## config.mk

```make
export PLATFORM = sky130hd
export DESIGN_NAME = mb_id_matcher
export DESIGN_NICKNAME = d
export VERILOG_FILES = /design/src/rtl/mbm_pkg.sv /design/src/rtl/mbm_mask_bank.sv /design/src/rtl/mbm_match_vec.sv /design/src/rtl/mbm_pick.sv /design/src/rtl/mb_id_matcher.sv
export SDC_FILE = /design/constraint.sdc
export NUM_CORES = 1
export LEC_CHECK = 0
export CAP_MARGIN = 20
export CORE_MARGIN = 3
export CORE_UTILIZATION = 62
export CTS_BUF_LIST = sky130_fd_sc_hd__clkbuf_4 sky130_fd_sc_hd__clkbuf_8
export DETAILED_ROUTE_END_ITERATION = 12
export DONT_BUFFER_PORTS = 1
export GPL_TIMING_DRIVEN = 0
export PLACE_DENSITY = 0.78
export SYNTH_ARGS = -nofsm -noshare
export SYNTH_HDL_FRONTEND = slang
export SYNTH_SLANG_ARGS = --single-unit
export TNS_END_PERCENT = 30
```

## constraint.sdc

```tcl
create_clock -name clk -period 3.45 [get_ports clk]
set_input_delay 0.69 -clock clk [delete_from_list [all_inputs] [get_ports clk]]
set_output_delay 0.69 -clock clk [all_outputs]
set_load 0.02 [all_outputs]
```

## src/rtl/mbm_pkg.sv

```systemverilog
// Package: shared constants for the mailbox acceptance matcher.
// Assumes the mailbox bank holds at least 16 entries so that the two
// dedicated legacy-mask mailboxes exist.
package mbm_pkg;
    // Mailboxes that carry their own mask in the legacy scheme.
    localparam int LEG_A_IDX = 14;
    localparam int LEG_B_IDX = 15;
    // Masking scheme, taken from the mode input.
    typedef enum logic {
        MODE_LEGACY = 1'b0,
        MODE_INDIV  = 1'b1
    } mask_mode_e;
endpackage

```

## src/rtl/mbm_mask_bank.sv

```systemverilog
// Module: mbm_mask_bank
// Holds the individual masks and the three legacy masks, and gates their
// writes. It drives the effective mask for each mailbox for the selected
// scheme. Assumes NUM_MB >= 16. Individual masks have no reset and stay
// undefined until written.
module mbm_mask_bank #(
    parameter int NUM_MB = 16,
    parameter int ID_W   = 11,
    parameter int AW     = 5,
    parameter int IDX_W  = 4
) (
    input  logic                     clk,
    input  logic                     rst_n,
    input  logic                     wr_en,
    input  logic [AW-1:0]            wr_addr,
    input  logic [ID_W-1:0]          wr_data,
    input  logic                     indiv_en,
    input  logic                     freeze,
    output logic [NUM_MB*ID_W-1:0]   eff_mask
);
    import mbm_pkg::*;

    localparam logic [AW-1:0] ADDR_GLB = AW'(NUM_MB);
    localparam logic [AW-1:0] ADDR_LA  = AW'(NUM_MB + 1);
    localparam logic [AW-1:0] ADDR_LB  = AW'(NUM_MB + 2);

    logic [NUM_MB-1:0][ID_W-1:0] indiv_mem;
    logic [ID_W-1:0]             glb_mask, la_mask, lb_mask;
    logic                        indiv_wr_ok;

    assign indiv_wr_ok = wr_en && indiv_en && freeze && (wr_addr < ADDR_GLB);

    // Individual mask storage: written only when enabled and frozen, no reset.
    always_ff @(posedge clk) begin
        if (indiv_wr_ok) indiv_mem[wr_addr[IDX_W-1:0]] <= wr_data;
    end

    // Legacy masks: reset to exact compare, written only while frozen.
    always_ff @(posedge clk) begin
        if (!rst_n) begin
            glb_mask <= '1;
            la_mask  <= '1;
            lb_mask  <= '1;
        end else if (wr_en && freeze) begin
            if (wr_addr == ADDR_GLB) glb_mask <= wr_data;
            if (wr_addr == ADDR_LA)  la_mask  <= wr_data;
            if (wr_addr == ADDR_LB)  lb_mask  <= wr_data;
        end
    end

    // Effective mask per mailbox, picked by the scheme and the mailbox index.
    for (genvar k = 0; k < NUM_MB; k++) begin : g_eff
        logic [ID_W-1:0] legacy_sel;
        if (k == LEG_A_IDX) begin : g_la
            assign legacy_sel = la_mask;
        end else if (k == LEG_B_IDX) begin : g_lb
            assign legacy_sel = lb_mask;
        end else begin : g_glb
            assign legacy_sel = glb_mask;
        end
        assign eff_mask[k*ID_W +: ID_W] =
            (mask_mode_e'(indiv_en) == MODE_INDIV) ? indiv_mem[k] : legacy_sel;
    end

    AST_LEGACY_WR_GATED: assert property (@(posedge clk) disable iff (!rst_n)
        !(wr_en && freeze) |=> $stable(glb_mask) && $stable(la_mask) && $stable(lb_mask));
endmodule

```

## src/rtl/mbm_match_vec.sv

```systemverilog
// Module: mbm_match_vec
// Combinational compare of one identifier against every mailbox under its
// effective mask. Output bit k is set when mailbox k accepts the identifier.
// Assumes the inputs are registered upstream.
module mbm_match_vec #(
    parameter int NUM_MB = 16,
    parameter int ID_W   = 11
) (
    input  logic [ID_W-1:0]          rx_id,
    input  logic [NUM_MB*ID_W-1:0]   mb_id,
    input  logic [NUM_MB*ID_W-1:0]   eff_mask,
    output logic [NUM_MB-1:0]        match
);
    // One masked equality per mailbox: only bits under a 1 in the mask count.
    for (genvar k = 0; k < NUM_MB; k++) begin : g_cmp
        assign match[k] =
            ((rx_id ^ mb_id[k*ID_W +: ID_W]) & eff_mask[k*ID_W +: ID_W]) == '0;
    end
endmodule

```

## src/rtl/mbm_pick.sv

```systemverilog
// Module: mbm_pick
// Chooses the destination mailbox from the match and free vectors and
// registers the result together with a one-cycle done strobe.
// Legacy: the lowest match wins. Individual: the lowest free match wins,
// otherwise the highest match is reported. Assumes single-cycle in_valid.
module mbm_pick #(
    parameter int NUM_MB = 16,
    parameter int IDX_W  = 4
) (
    input  logic               clk,
    input  logic               rst_n,
    input  logic               in_valid,
    input  logic               indiv_mode,
    input  logic [NUM_MB-1:0]  match_i,
    input  logic [NUM_MB-1:0]  free_i,
    output logic               done_o,
    output logic               hit_o,
    output logic [IDX_W-1:0]   idx_o
);
    // Index of the lowest set bit (0 when none).
    function automatic logic [IDX_W-1:0] lowest(input logic [NUM_MB-1:0] v);
        lowest = '0;
        for (int i = NUM_MB - 1; i >= 0; i--) if (v[i]) lowest = IDX_W'(i);
    endfunction

    // Index of the highest set bit (0 when none).
    function automatic logic [IDX_W-1:0] highest(input logic [NUM_MB-1:0] v);
        highest = '0;
        for (int i = 0; i < NUM_MB; i++) if (v[i]) highest = IDX_W'(i);
    endfunction

    logic [NUM_MB-1:0] free_match;
    logic [IDX_W-1:0]  sel_idx;
    logic              sel_hit;

    assign free_match = match_i & free_i;

    // Selection rule per scheme, all three encoders in parallel.
    always_comb begin
        sel_hit = |match_i;
        if (!sel_hit)         sel_idx = '0;
        else if (!indiv_mode) sel_idx = lowest(match_i);
        else if (|free_match) sel_idx = lowest(free_match);
        else                  sel_idx = highest(match_i);
    end

    // Result register: strobe for one cycle, hold hit and index until next.
    always_ff @(posedge clk) begin
        if (!rst_n) begin
            done_o <= 1'b0;
            hit_o  <= 1'b0;
            idx_o  <= '0;
        end else begin
            done_o <= in_valid;
            if (in_valid) begin
                hit_o <= sel_hit;
                idx_o <= sel_idx;
            end
        end
    end

    AST_HIT_IS_MATCH: assert property (@(posedge clk) disable iff (!rst_n)
        in_valid |=> !hit_o || |($past(match_i) & (NUM_MB'(1) << idx_o)));
    AST_LEGACY_FIRST: assert property (@(posedge clk) disable iff (!rst_n)
        in_valid && !indiv_mode && |match_i |=>
            ($past(match_i) & ((NUM_MB'(1) << idx_o) - NUM_MB'(1))) == '0);
    AST_INDIV_FREE_FIRST: assert property (@(posedge clk) disable iff (!rst_n)
        in_valid && indiv_mode && |(match_i & free_i) |=>
            |($past(match_i & free_i) & (NUM_MB'(1) << idx_o)) &&
            ($past(match_i & free_i) & ((NUM_MB'(1) << idx_o) - NUM_MB'(1))) == '0);
    AST_NO_MATCH_NO_HIT: assert property (@(posedge clk) disable iff (!rst_n)
        in_valid && match_i == '0 |=> !hit_o && idx_o == '0);
    AST_DONE_SINGLE: assert property (@(posedge clk) disable iff (!rst_n)
        !in_valid |=> !done_o);
endmodule

```

## src/rtl/mb_id_matcher.sv

```systemverilog
// Module: mb_id_matcher (top)
// Three-stage matcher: capture the identifier, compare against all mailboxes,
// pick and register the result. Mailbox table, free flags and mode are taken
// in the compare stage and must be steady around it. Assumes NUM_MB >= 16.
module mb_id_matcher #(
    parameter int NUM_MB  = 16,
    parameter int ID_W    = 11,
    localparam int IDX_W  = $clog2(NUM_MB),
    localparam int AW     = $clog2(NUM_MB + 3)
) (
    input  logic                    clk,
    input  logic                    rst_n,
    input  logic                    frame_valid,
    input  logic [ID_W-1:0]         rx_id,
    input  logic                    indiv_en,
    input  logic                    freeze,
    input  logic [NUM_MB*ID_W-1:0]  mb_id,
    input  logic [NUM_MB-1:0]       mb_free,
    input  logic                    wr_en,
    input  logic [AW-1:0]           wr_addr,
    input  logic [ID_W-1:0]         wr_data,
    output logic                    done,
    output logic                    hit,
    output logic [IDX_W-1:0]        mb_idx
);
    logic [NUM_MB*ID_W-1:0] eff_mask;
    logic [NUM_MB-1:0]      match_c, match_q, free_q;
    logic [ID_W-1:0]        id_q;
    logic                   v1_q, v2_q, mode_q;

    mbm_mask_bank #(.NUM_MB(NUM_MB), .ID_W(ID_W), .AW(AW), .IDX_W(IDX_W)) u_masks (
        .clk(clk), .rst_n(rst_n), .wr_en(wr_en), .wr_addr(wr_addr),
        .wr_data(wr_data), .indiv_en(indiv_en), .freeze(freeze),
        .eff_mask(eff_mask)
    );

    mbm_match_vec #(.NUM_MB(NUM_MB), .ID_W(ID_W)) u_cmp (
        .rx_id(id_q), .mb_id(mb_id), .eff_mask(eff_mask), .match(match_c)
    );

    // Stage 1: capture the received identifier with its valid pulse.
    always_ff @(posedge clk) begin
        if (!rst_n) begin
            v1_q <= 1'b0;
            id_q <= '0;
        end else begin
            v1_q <= frame_valid;
            if (frame_valid) id_q <= rx_id;
        end
    end

    // Stage 2: register the match vector, free flags and scheme.
    always_ff @(posedge clk) begin
        if (!rst_n) begin
            v2_q    <= 1'b0;
            match_q <= '0;
            free_q  <= '0;
            mode_q  <= 1'b0;
        end else begin
            v2_q <= v1_q;
            if (v1_q) begin
                match_q <= match_c;
                free_q  <= mb_free;
                mode_q  <= indiv_en;
            end
        end
    end

    mbm_pick #(.NUM_MB(NUM_MB), .IDX_W(IDX_W)) u_pick (
        .clk(clk), .rst_n(rst_n), .in_valid(v2_q), .indiv_mode(mode_q),
        .match_i(match_q), .free_i(free_q),
        .done_o(done), .hit_o(hit), .idx_o(mb_idx)
    );

    AST_IDX_IN_RANGE: assert property (@(posedge clk) disable iff (!rst_n)
        done && hit |-> int'(mb_idx) < NUM_MB);
endmodule

```

After elaboration in Yosys (flattened, before gate mapping)
Cells that the tools add are included.
{ "totals": {"ff_bits": 261, "latch_bits": 0, "ramBits": 0, "romBits": 0, "input_bits": 225, "out_inout_bits": 6, "elab_cells": 162, "mem_count": 0} }
{ "op_classes": {"n_addsub": 0, "mul": 0, "div_mod_pow": 0, "n_lt_le_gt_ge": 3, "n_eq_ne": 3, "shifts": 0, "muxes": 69, "bitwise": 33, "n_reduce_logical": 26} }
{ "op_table": {"columns": ["operator", "n"], "rows": [
  ["11-bit two-way mux", 17],
  ["11-bit AND", 16],
  ["176-bit bitwise mux", 1],
  ["11-bit zero test", 16],
  ["11-bit bitwise XOR", 16],
  ["4-bit two-way mux", 43],
  ["11-bit demux with 4-bit select", 1],
  ["16-bit OR reduction", 2],
  ["16-bit AND", 1],
  ["5-bit equality test, second input constant", 3],
  ["3-bit two-way mux", 4],
  ["2-bit AND reduction", 3],
  ["1-bit logical AND", 5],
  ["4-bit by 5-bit less-than comparator with 1-bit output, second input constant", 1],
  ["5-bit less-than comparator, second input constant", 1],
  ["4-bit by 1-bit >= comparator with 1-bit output, second input constant", 1],
  ["2-bit two-way mux", 2],
  ["1-bit two-way mux", 1]
]} }

Logic depth before layout (Yosys ltp)
Gate-level depths: netlist (run 1).
{ "logic_depth": {"ltp_word": 20, "ltp_mapped": 9, "depth_no_buf": 6} }

Modules after synthesis
Synthesis (run 1) repeated with hierarchy kept, for this count alone.
{ "hier_totals": {"cells_unflattened": 1282, "area_unflattened_um2": 13459.2} }
{ "modules_own_cells": {"columns": ["module", "n_inst", "cells_each", "area_per_inst_um2", "seq_area_each_um2"], "rows": [
  ["mbm_mask_bank", 1, 731, 8385.5, 5945.7],
  ["mbm_match_vec", 1, 294, 2556.2, 0.0],
  ["mb_id_matcher", 1, 146, 1751.7, 920.9],
  ["mbm_pick", 1, 111, 765.7, 120.1]
]} }

Worst setup path after synthesis (run 1)
No wires, ideal clock.
{ "synth_timing": {"path_type": "input port to flip-flop", "from": "input indiv_en", "to": "register u_masks.indiv_mem[0] (netlist bit), enable pin", "setup_time_ns": 0.393, "t_arrival_ns": 2.329, "required_ns": 3.057, "path_slack_ns": 0.728, "path_stages": 6, "path_buffers": 2, "path_cell_list": "buf_4 -> inv_2 -> buf_2 -> nor4_1 -> nand2b_1 -> nor3_1"} }
{ "synth_between": {"elab_chain_len": 3} }
{ "synth_lines": {"columns": ["item", "line", "source"], "rows": [
  ["start: declaration", "mb_id_matcher.sv:15", "input logic indiv_en,"],
  ["1-bit logical AND (3 in series)", "mbm_mask_bank.sv:31", "assign indiv_wr_ok = wr_en && indiv_en && freeze && (wr_addr < ADDR_GLB);"],
  ["end signal: indexed assignment", "mbm_mask_bank.sv:35", "if (indiv_wr_ok) indiv_mem[wr_addr[IDX_W-1:0]] <= wr_data;"],
  ["end: declaration", "mbm_mask_bank.sv:27", "logic [NUM_MB-1:0][ID_W-1:0] indiv_mem;"]
]} }
No other way between the ends.
A chain may end at the register's enable or synchronous reset.

Worst setup path in the final report (run 1)
{ "layout_timing": {"from": "input indiv_en", "to": "register u_masks.indiv_mem[71] (netlist bit), enable pin"} }
Same word-level chain as after synthesis.

==> results.ini, run 1 <==
[logic_synthesis]
ys.flop_type=edfxtp_1
mappedNetlistArea_um2=12800
avgSynthCellArea_um2=10.1
ys_seq_area_share_pct=54.6
synthesis.nets=1492
synth_cells=1267
async_flop_share_pct=0
synth_edf_count=176
synth.ff_latch_count=261
yosys_warnings=0
ys_types=49

[die]
boundaryPins=231
start_util_pct=64.5
die_area_um2=22400
die_x_um=150
rows=51
die_y_um=150
core_um2=19800

[cts]
root_buffer=clkbuf_8
numCtsBuffers=42
cts_hold_buffers=0
clk_path_buf_depth=3
cts_resized=0
path_clk_slew_ns=0.06
clock_latency_ns=0.56
postCtsSetupRepairBufs=0
h-tree-depth=2
cts.sinks=261
cts_tree=yes

[worst_setup_path]
arrival_ns=2.80
r2r_slack_ns=1.22
required_ns=3.61
worstPathMaxFanout=11
cp-end-kind=flop
r2r_start=id_q[7]
reg2regPathDepth=7
crit_type=input port to flop
rr_endpoint=match_q[10]
cp-start-kind=input port

[timing]
rsz0062_at_grt=no
skew_ns=0.0260
min_period_over_period_pct=76.5
max_clock_freq_mhz=379
slew-limit-headroom_pct=25.3
setup_violations=0
fin_ws_ns=0.810
hold_violations=0
period_needed_ns=2.64
drv_slew=0
worst_slew_pin_slew_ns=1.12

[global_route]
grt_max_degree=20
grt_pass1_wl_mm=57.7
grt_overflow=0
grtUsageTotal_pct=34.7
grtUsageMet1_pct=46.7
grt_use_met2_pct=54.0
antenna_found_initial=1
grt_pass1_vias=9787
top_usage_layer=met2
grt_use_met3_pct=8.27

[run]
drv_cap=0

[detailed_routing]
routed_wl_mm=39.4
drcViolationCount=0
dr.pass1.iters=6
ant_nets=0
drtIter0Drc=1378
detail_route.wl_per_cell_um=24.4
vias_per_cell=6.30
vias=10200

[run_status]
outcome=finished, final reports clean

[final_layout]
nets=1544
drive_gt1_share_pct=10.7
multi_input_area_um2=5380
filler_cell_count=1462
postLayoutCoreUtil_pct=70.9
syn2layout_area_growth_pct=10.0
mostFrequentLayoutCells=nand2_1 (248), edfxtp_1 (176), a21oi_1 (160)
fin_cells=1616
antennaDiodeCount=0
final-seq-area_um2=6990
mostFrequentLayoutCell=nand2_1

[min_path]
hold_path_startpoint=wr_data[6]
hold_end=u_masks.indiv_mem[6]
hold_depth=0
hold_path_class=input port to flop

[placed_design]
dp_cells=1536
port_buffers=0
gp_congestion=1.01
dp_hpwl_mm=29.0
pre_cts_ws_ns=0.221

[power]
p_leak_uw=0.00483
cellPowerDensity_nw_per_um2=485
ir_worst_vdd_v=0.000397

-- layer usage --
| metal | share of wire (%) | vias to the layer above |
|---|---|---|
| met5 | 0.033 | - |
| met4 | 5.1 | 2 |
| met3 | 12 | 122 |
| met2 | 46 | 682 |
| met1 | 37 | 4741 |
| li1 | - | 4628 |
-- where the power goes --
group          internal (µW)  leakage (µW)  switching [µW]
sequential              3370       0.00227            16.1
clock                   1490      0.000455            1210
combinational            291       0.00210             454
total                   5150       0.00483            1680
-- cell families (layout without fill, tap and decap cells) --
| logic type | Yosys count | after routing | synth area share [%] |
|---|---|---|---|
| and+or+nand+nor | 468 | 468 | 16.9 |
| buffers and inverters | 96 | 180 | 3.53 |
| muxes | 29 | 29 | 2.27 |
| xor gates and xnor gates | 154 | 154 | 10.5 |
| DFF | 261 | 261 | 54.6 |
| AOI/OAI and AO/OA | 259 | 259 | 12.1 |
-- layout make-up --
cell class / instances / share of cell area, %
Tap cell: 265 / 2.36
Buffer: 89 / 3.02
Inverter: 7 / 0.187
Timing Repair Buffer: 8 / 0.533
Clock buffer: 67 / 5.79
Multi-Input combinational cell: 910 / 38.2
Sequential cell: 261 / 49.6
Clock inverter: 9 / 0.284
-- worst max-delay path: stages --
cell and delay [ns]:
buf_4 0.14, buf_2 0.29, buf_1 0.45, nand4b_1 0.32, nor2_1 0.89
-- cell usage after synthesis, drive strengths merged (2+ instances only) --
cell type | count | area [µm²]
nand2 | 252 | 956
edfxtp | 176 | 5290
a21oi | 161 | 810
xnor2 | 154 | 1350
dfxtp | 85 | 1700
buf | 55 | 298
nor4 | 53 | 332
nor2b | 46 | 288
nor2 | 45 | 169
nand3 | 39 | 195
clkbuf | 34 | 128
mux2i | 29 | 290
a211oi | 24 | 180
o22ai | 23 | 144
a32oi | 14 | 123
nor3 | 11 | 66.3
nand2b | 10 | 62.6
inv | 7 | 26.3
and2 | 6 | 37.5
o21ai | 6 | 30.0
a22oi | 5 | 42.5
a32o | 4 | 40.0
o31ai | 4 | 30.0
a21boi | 2 | 15.0
a22o | 2 | 17.5
a31oi | 2 | 12.5
nand4 | 2 | 12.5
o21a | 2 | 15.0
o311a | 2 | 20.0
-- metrics by stage --
step           cell area, µm²  total power [µW]  hold WS [ns]  setup TNS (ns)
2_1_floorplan           12800              3970         0.440               0
3_3_place_gp            13100              4160         0.450           -4.98
3_5_place_dp            13200              4170         0.456               0
4_1_cts                 14000              6810         0.219               0
5_1_grt                 14100              7050         0.191               0
6_report                14100              6830         0.225               0
-- sequential cells by signal, indices dropped and copies added (netlist names) --
name / flops
u_masks.indiv_mem: 176
u_masks.g_eff.legacy_sel: 33
free_q: 16
match_q: 16
id_q: 11
u_pick.idx_o: 4
mode_q: 1
u_pick.done_o: 1
u_pick.hit_o: 1
v1_q: 1
v2_q: 1
-- how the worst max path moves through the flow --
stage,from,to,cells after the start
after floorplan,indiv_en,u_masks.indiv_mem[0],6
after global placement,indiv_en,u_masks.indiv_mem[89],6
after detailed placement,indiv_en,u_masks.indiv_mem[157],5
after CTS,indiv_en,u_masks.indiv_mem[157],5
after global routing,indiv_en,u_masks.indiv_mem[148],5
final,indiv_en,u_masks.indiv_mem[71],5
No activity file was read; power rests on OpenSTA's default activity.
==> inputs of run 2 (changes only) <==
--- a/config.mk
+++ b/config.mk
@@ -5,6 +5,7 @@
 export SDC_FILE = /design/constraint.sdc
 export NUM_CORES = 1
 export LEC_CHECK = 0
+export ABC_AREA = 1
 export CAP_MARGIN = 20
 export CORE_MARGIN = 3
 export CORE_UTILIZATION = 62
==> constraint.sdc (replaced) <==
create_clock -name clk -period 2.8 [get_ports clk]
set_input_delay 0.56 -clock clk [delete_from_list [all_inputs] [get_ports clk]]
set_output_delay 0.56 -clock clk [all_outputs]
set_load 0.02 [all_outputs]
==> run 2 against run 1 <==
Effect of this change: via count up 8.7%; combinational power up 27%; sequential cell count unchanged; critical path type unchanged; hold slack worse by 0.14 ns; critical endpoint is now u_masks.indiv_mem[53]; utilization down 1.1 points; first-iteration DRC count down 19%; area after synthesis up 4.3%.
==> results.ini, run 2 <==
[min_path]
hold_end=u_masks.indiv_mem[24]
hold_path_startpoint=wr_data[2]
hold_path_class=input port to flop
hold_depth=0  ; unchanged

[timing]
slew-limit-headroom_pct=36.2  ; +11 points
drv_slew=0  ; unchanged
setup_violations=0  ; unchanged
fin_ws_ns=0.514  ; -0.296 ns
hold_violations=0  ; unchanged
period_needed_ns=2.29
max_clock_freq_mhz=437
rsz0062_at_grt=no
min_period_over_period_pct=81.7
tns_ns=0  ; unchanged
skew_ns=0.0186  ; -0.00741 ns
worst_slew_pin_slew_ns=0.956  ; -0.160 ns

[final_layout]
fin_cells=1917  ; +19%
largest_reg_flops=176  ; unchanged
syn2layout_area_growth_pct=10.4
mostFrequentLayoutCell=nand2_1
antennaDiodeCount=0  ; unchanged
nets=1834  ; +19%
mostFrequentLayoutCells=nand2_1 (544), edfxtp_1 (176), nor2_1 (175)
filler_cell_count=1658  ; +13%
drive_gt1_share_pct=9.20  ; -1.5 points

[worst_setup_path]
reg2regPathDepth=6  ; -1
worstPathMaxFanout=10  ; -1
r2r_slack_ns=0.61  ; -0.61 ns
arrival_ns=2.55  ; -0.25 ns
r2r_start=id_q[0]
rr_endpoint=match_q[14]
critPathBufInv=5  ; +2
cp-start-kind=input port
slowest_stage=nor2_1
crit_family=simple AND/OR/NAND/NOR gates
cp_common_cell=buf_6
max_stage_delay_ns=0.73  ; -0.16 ns
required_ns=3.06  ; -0.55 ns
crit_type=input port to flop
cp-end-kind=flop
crit_path_cell_trace=buf_6 > inv_4 > buf_6 > buf_6 > nor3_2 > nand3_1 > nor2_1 > buf_6

[detailed_routing]
vias_per_cell=5.77  ; -8.4%
dr.pass1.iters=5  ; -1
vias=11100  ; +8.7%
ant_nets=0  ; unchanged
routed_wl_mm=40.8  ; +3.7%
drcViolationCount=0  ; unchanged
detail_route.wl_per_cell_um=21.3  ; -13%
drtIter0Drc=1112  ; -19%

[power]
ir_worst_vdd_v=0.000468  ; +18%
p_leak_uw=0.00649  ; +34%
p_clk_share_pct=40.1  ; +0.5 points
p_comb_share_pct=11.1  ; +0.2 points
switchingPower_uw=2220  ; +32%
swShare_pct=25.9  ; +1.3 points
seqPwrFrac_pct=48.8  ; -0.7 points
p_int_uw=6340  ; +23%
power_uw=8550  ; +25%
cellPowerDensity_nw_per_um2=580  ; +20%

[run_status]
outcome=finished, final reports clean

[logic_synthesis]
synth_edf_count=176  ; unchanged
ys_seq_area_share_pct=52.3  ; -2.3 points
ys_types=35  ; -29%
synthesis.nets=1774  ; +19%
synth_cells=1549  ; +22%
synth.ff_latch_count=261  ; unchanged
avgSynthCellArea_um2=8.62  ; -15%
ys.flop_type=edfxtp_1
synth_top_cells_by_count=nand2_1 (544), nor2_1 (178), edfxtp_1 (176)
async_flop_share_pct=0  ; unchanged
yosysMostFrequentCell=nand2_1
mappedNetlistArea_um2=13300  ; +4.3%
yosys-top-cells-area=edfxtp_1 (40%), nand2_1 (15%), dfxtp_1 (13%)
synth_top_cell_area_share_pct=39.6  ; -1.7 points
yosys.area.top_type=edfxtp_1
yosys_warnings=0  ; unchanged

[placed_design]
dp_hpwl_mm=30.9  ; +6.6%
gp_congestion=0.936  ; -6.9%
pre_cts_ws_ns=-0.0263  ; -0.247 ns
port_buffers=0  ; unchanged
dp_cells=1838  ; +20%

[die]
die_y_um=153  ; +2.0%
rows=53  ; +3.9%
boundaryPins=231  ; unchanged
core_um2=21100  ; +6.3%
die_area_um2=23300  ; +4.1%
start_util_pct=63.3  ; -1.2 points
die_x_um=153  ; +2.0%

[cts]
cts_hold_buffers=0  ; unchanged
cts.sinks=261  ; unchanged
clock_latency_ns=0.57  ; about the same
postCtsSetupRepairBufs=0  ; unchanged
numCtsBuffers=43  ; +2.4%
cts_tree=yes
cts_resized=0  ; unchanged
root_buffer=clkbuf_8
clk_path_buf_depth=3  ; unchanged
h-tree-depth=2  ; unchanged
path_clk_slew_ns=0.06  ; about the same

[global_route]
antenna_found_initial=1  ; unchanged
grtUsageTotal_pct=33.9  ; -0.84 points
grt_max_degree=20  ; unchanged
grt_pass1_vias=10600  ; +8.5%
grt_pass1_wl_mm=60.6  ; +5.1%
grt_overflow=0  ; unchanged

[run]
drv_cap=0  ; unchanged

## run 2: power by group through the flow
| stage | clock (µW) | combinational, µW | sequential (µW) |
|---|---|---|---|
| 5_1_grt | 3580 | 1030 | 4180 |
| 3_3_place_gp | 0 | 907 | 4260 |
| 2_1_floorplan | 0 | 654 | 4250 |
| 6_report | 3430 | 948 | 4180 |
| 4_1_cts | 3420 | 933 | 4180 |
| 3_5_place_dp | 0 | 926 | 4260 |
## run 2: kinds of logic after synthesis
logic type | after synthesis | synth area share [%]
buffers and inverters | 179 | 6.12
xor gates and xnor gates | 124 | 8.14
DFF | 261 | 52.3
AOI/OAI and AO/OA | 178 | 9.12
and+or+nand+nor | 807 | 24.3
## run 2: final cells by class
| class | instances | area (µm²) | share of cell area, % |
|---|---|---|---|
| Buffer | 84 | 458 | 3.11 |
| Clock buffer | 63 | 767 | 5.20 |
| Clock inverter | 15 | 97.6 | 0.662 |
| Inverter | 95 | 359 | 2.44 |
| Multi-Input combinational cell | 1109 | 5560 | 37.7 |
| Sequential cell | 261 | 6990 | 47.4 |
| Tap cell | 275 | 344 | 2.33 |
| Timing Repair Buffer | 15 | 169 | 1.15 |
## run 2: stage by stage
step / util (%) / hold slack, ns / area, µm²
floorplan: - / 0.424 / 13300
global placement: 64.9 / 0.437 / 13700
detailed placement: 65.7 / 0.443 / 13900
CTS: 69.8 / 0.0643 / 14700
global route: 69.9 / 0.0679 / 14700
finish: 69.9 / 0.0862 / 14700
## run 2: worst max-delay path by stage
stage	start	endpoint	slack [ns]	cells past startpoint
2_1_floorplan	indiv_en	u_masks.indiv_mem[33]	0.28	7
3_3_place_gp	indiv_en	u_masks.indiv_mem[42]	-0.59	7
3_5_place_dp	indiv_en	u_masks.indiv_mem[162]	-0.03	7
4_1_cts	indiv_en	u_masks.indiv_mem[160]	0.53	7
5_1_grt	indiv_en	u_masks.indiv_mem[53]	0.44	8
6_report	indiv_en	u_masks.indiv_mem[53]	0.51	8
## run 2: per-layer routing
layer | GRT usage [%] | wire, µm
met1 | 44.0 | 15900
met2 | 54.6 | 18600
met3 | 10.0 | 4790
met5 | 0 | 0
met4 | 12.3 | 1470
==> inputs of run 3 (changes only) <==
==> constraint.sdc (replaced) <==
create_clock -name clk -period 2.24 [get_ports clk]
set_input_delay 0.448 -clock clk [delete_from_list [all_inputs] [get_ports clk]]
set_output_delay 0.448 -clock clk [all_outputs]
set_load 0.02 [all_outputs]
==> run 3 against run 2 <==
Effect of this change: the run now ends with negative setup slack left; clock skew shrank 0.0035 ns; register-to-register slack lost 0.62 ns; sequential share of layout area shrank 0.53 points; total power grew 28%; worst setup slack lost 0.53 ns; sequential cell count is the same; hold slack lost 0.078 ns.
==> results.ini, run 3 (synthesized netlist as in run 2, its figures left out) <==
[die]
die_y_um=153  ; unchanged
die_area_um2=23300  ; unchanged
boundaryPins=231  ; unchanged
rows=53  ; unchanged
core_um2=21100  ; unchanged
die_x_um=153  ; unchanged
start_util_pct=63.3  ; unchanged

[detailed_routing]
routed_wl_mm=41.9  ; +2.6%
drcViolationCount=0  ; unchanged
detail_route.wl_per_cell_um=21.7  ; +2.0%
drtIter0Drc=1378  ; +24%
dr.pass1.iters=5  ; unchanged
ant_nets=0  ; unchanged
vias=11300  ; +2.0%
vias_per_cell=5.84  ; +1.3%

[cts]
path_clk_slew_ns=0.07  ; about the same
clock_latency_ns=0.56  ; about the same
cts.sinks=261  ; unchanged
h-tree-depth=2  ; unchanged
clk_path_buf_depth=3  ; unchanged
postCtsSetupRepairBufs=0  ; unchanged
numCtsBuffers=43  ; unchanged
cts_tree=yes
root_buffer=clkbuf_8

[worst_setup_path]
required_ns=2.73  ; -0.33 ns
slowest_stage=a2111oi_1
r2r_start=id_q[0]
crit_path_cell_trace=buf_2 > buf_4 > xor2_1 > a2111oi_1 > nand3_1 > a21oi_1
critPathBufInv=2  ; -3
crit_start=id_q[0]
cp-end-kind=flop
crit_type=flop to flop
worstPathMaxFanout=10  ; unchanged
crit_family=compound AO/OA/AOI/OAI gates
arrival_ns=2.74  ; +0.19 ns
max_stage_delay_ns=0.67  ; -0.06 ns
cp-start-kind=flop

[timing]
setup_violations=1  ; +1
max_clock_freq_mhz=444
rsz0062_at_grt=no
hold_violations=0  ; unchanged
worst_slew_pin_slew_ns=1.14  ; +0.181 ns
slew-limit-headroom_pct=24.1  ; -12 points
worst_hold_slack_ns=0.00860  ; -0.0776 ns
skew_ns=0.0151  ; -0.00348 ns
fin_ws_ns=-0.0123  ; -0.526 ns
min_period_over_period_pct=101
drv_slew=0  ; unchanged
period_needed_ns=2.25

[global_route]
grt_overflow=0  ; unchanged
grt_max_degree=17  ; -15%
grt_pass1_wl_mm=61.5  ; +1.5%
antenna_found_initial=0  ; -1
grt_pass1_vias=10800  ; +1.4%
grtUsageTotal_pct=34.4  ; +0.50 points

[final_layout]
drive_gt1_share_pct=9.79  ; +0.60 points
mostFrequentLayoutCell=nand2_1
largest_reg_flops=176  ; unchanged
nets=1844  ; +0.55%
syn2layout_area_growth_pct=11.7
mostFrequentLayoutCells=nand2_1 (544), edfxtp_1 (176), nor2_1 (175)

[power]
p_comb_share_pct=11.5  ; +0.4 points
switchingPower_uw=2840  ; +28%
p_int_uw=8090  ; +28%
cellPowerDensity_nw_per_um2=734  ; +26%
ir_worst_vdd_v=0.000455  ; -2.7%
swShare_pct=26.0  ; +0.075 points
p_clk_share_pct=40.8  ; +0.7 points
seqPwrFrac_pct=47.8  ; -1.0 points
p_leak_uw=0.00658  ; +1.3%
power_uw=10900  ; +28%

[run_status]
violations=negative setup slack
outcome=finished, violations left

[min_path]
hold_path_startpoint=wr_data[1]
hold_path_class=input port to flop

[placed_design]
pre_cts_ws_ns=-0.446  ; -0.420 ns
gp_congestion=0.941  ; +0.49%
port_buffers=0  ; unchanged
dp_hpwl_mm=30.4  ; -1.7%

[run]
drv_cap=0  ; unchanged

-- run 3: cell types whose count changed in the layout (fill, tap and decap cells not counted) --
| cell | before | now |
|---|---|---|
| dlygate4sd3_1 | 0 | 11 |
| clkinv_1 | 10 | 1 |
| clkbuf_8 | 47 | 54 |
| clkinv_2 | 3 | 6 |
| a2111oi_1 | 2 | 1 |
| a2111oi_2 | 0 | 1 |
| buf_4 | 7 | 8 |
| buf_6 | 22 | 21 |
| buf_8 | 2 | 1 |
| bufinv_16 | 1 | 0 |
| clkbuf_4 | 16 | 17 |
| diode_2 | 0 | 1 |
| inv_8 | 1 | 2 |
-- run 3: worst paths after layout --
| kind | end | slack, ns | depth (start not counted) |
|---|---|---|---|
| max | match_q[14] | -0.01 | 6 |
| min | u_masks.g_eff[15].legacy_sel[1] | 0.009 | 2 |
| max reg2reg | match_q[14] | -0.01 | 6 |
| min reg2reg | u_masks.g_eff[15].legacy_sel[7] | 0.46 | 2 |
-- run 3: layout make-up --
type | count | area, µm²
sequential | 261 | 6990
multi-input combinational | 1109 | 5560
clock inverter | 9 | 60.1
inverter | 95 | 359
fill | 1630 | 6190
timing repair buffer | 25 | 260
clock buffer | 71 | 871
tap | 275 | 344
buffer | 84 | 458
antenna | 1 | 2.50
-- run 3: stage by stage --
stage / TNS (ns) / utilization (%) / cell area (µm²) / instances
CTS: 0 / 70.6 / 14900 / 1927
global route: 0 / 70.7 / 14900 / 1929
detailed placement: -36.06 / 65.6 / 13800 / 1836
global placement: -98.66 / 64.9 / 13700 / 1824
finish: -0.0123 / 70.7 / 14900 / 1930
floorplan: 0 / - / 13400 / 1549
-- run 3: power by group through the flow --
| stage | Clock, µW | Sequential [µW] | Combinational (µW) |
|---|---|---|---|
| final | 4460 | 5220 | 1260 |
| after CTS | 4450 | 5220 | 1230 |
| after detailed placement | 0 | 5320 | 1160 |
| after floorplan | 0 | 5310 | 818 |
| after global placement | 0 | 5320 | 1130 |
| after global routing | 4670 | 5230 | 1360 |
-- run 3: repair_timing --
| item | in CTS | in global routing |
|---|---|---|
| endpoints found under the setup margin | 0 | 1 |
| resized for setup | 0 | 1 |
| endpoints found under the hold margin | 176 | 0 |
| hold buffers | 11 | 0 |
-- run 3: layer usage --
layer	track usage, %	up-vias	part of all wire, %
met5	0	-	0
met4	13.5	0	4.4
met3	9.43	121	12
met2	55.6	684	46
met1	44.5	5218	38
li1	-	5255	-
-- run 3: worst reg2reg max path, stage by stage, from the launching register on --
cell and delay, ns:
dfxtp_1 0.30, buf_2 0.23, buf_4 0.28, xor2_1 0.10, a2111oi_1 0.67, nand3_1 0.37, a21oi_1 0.21
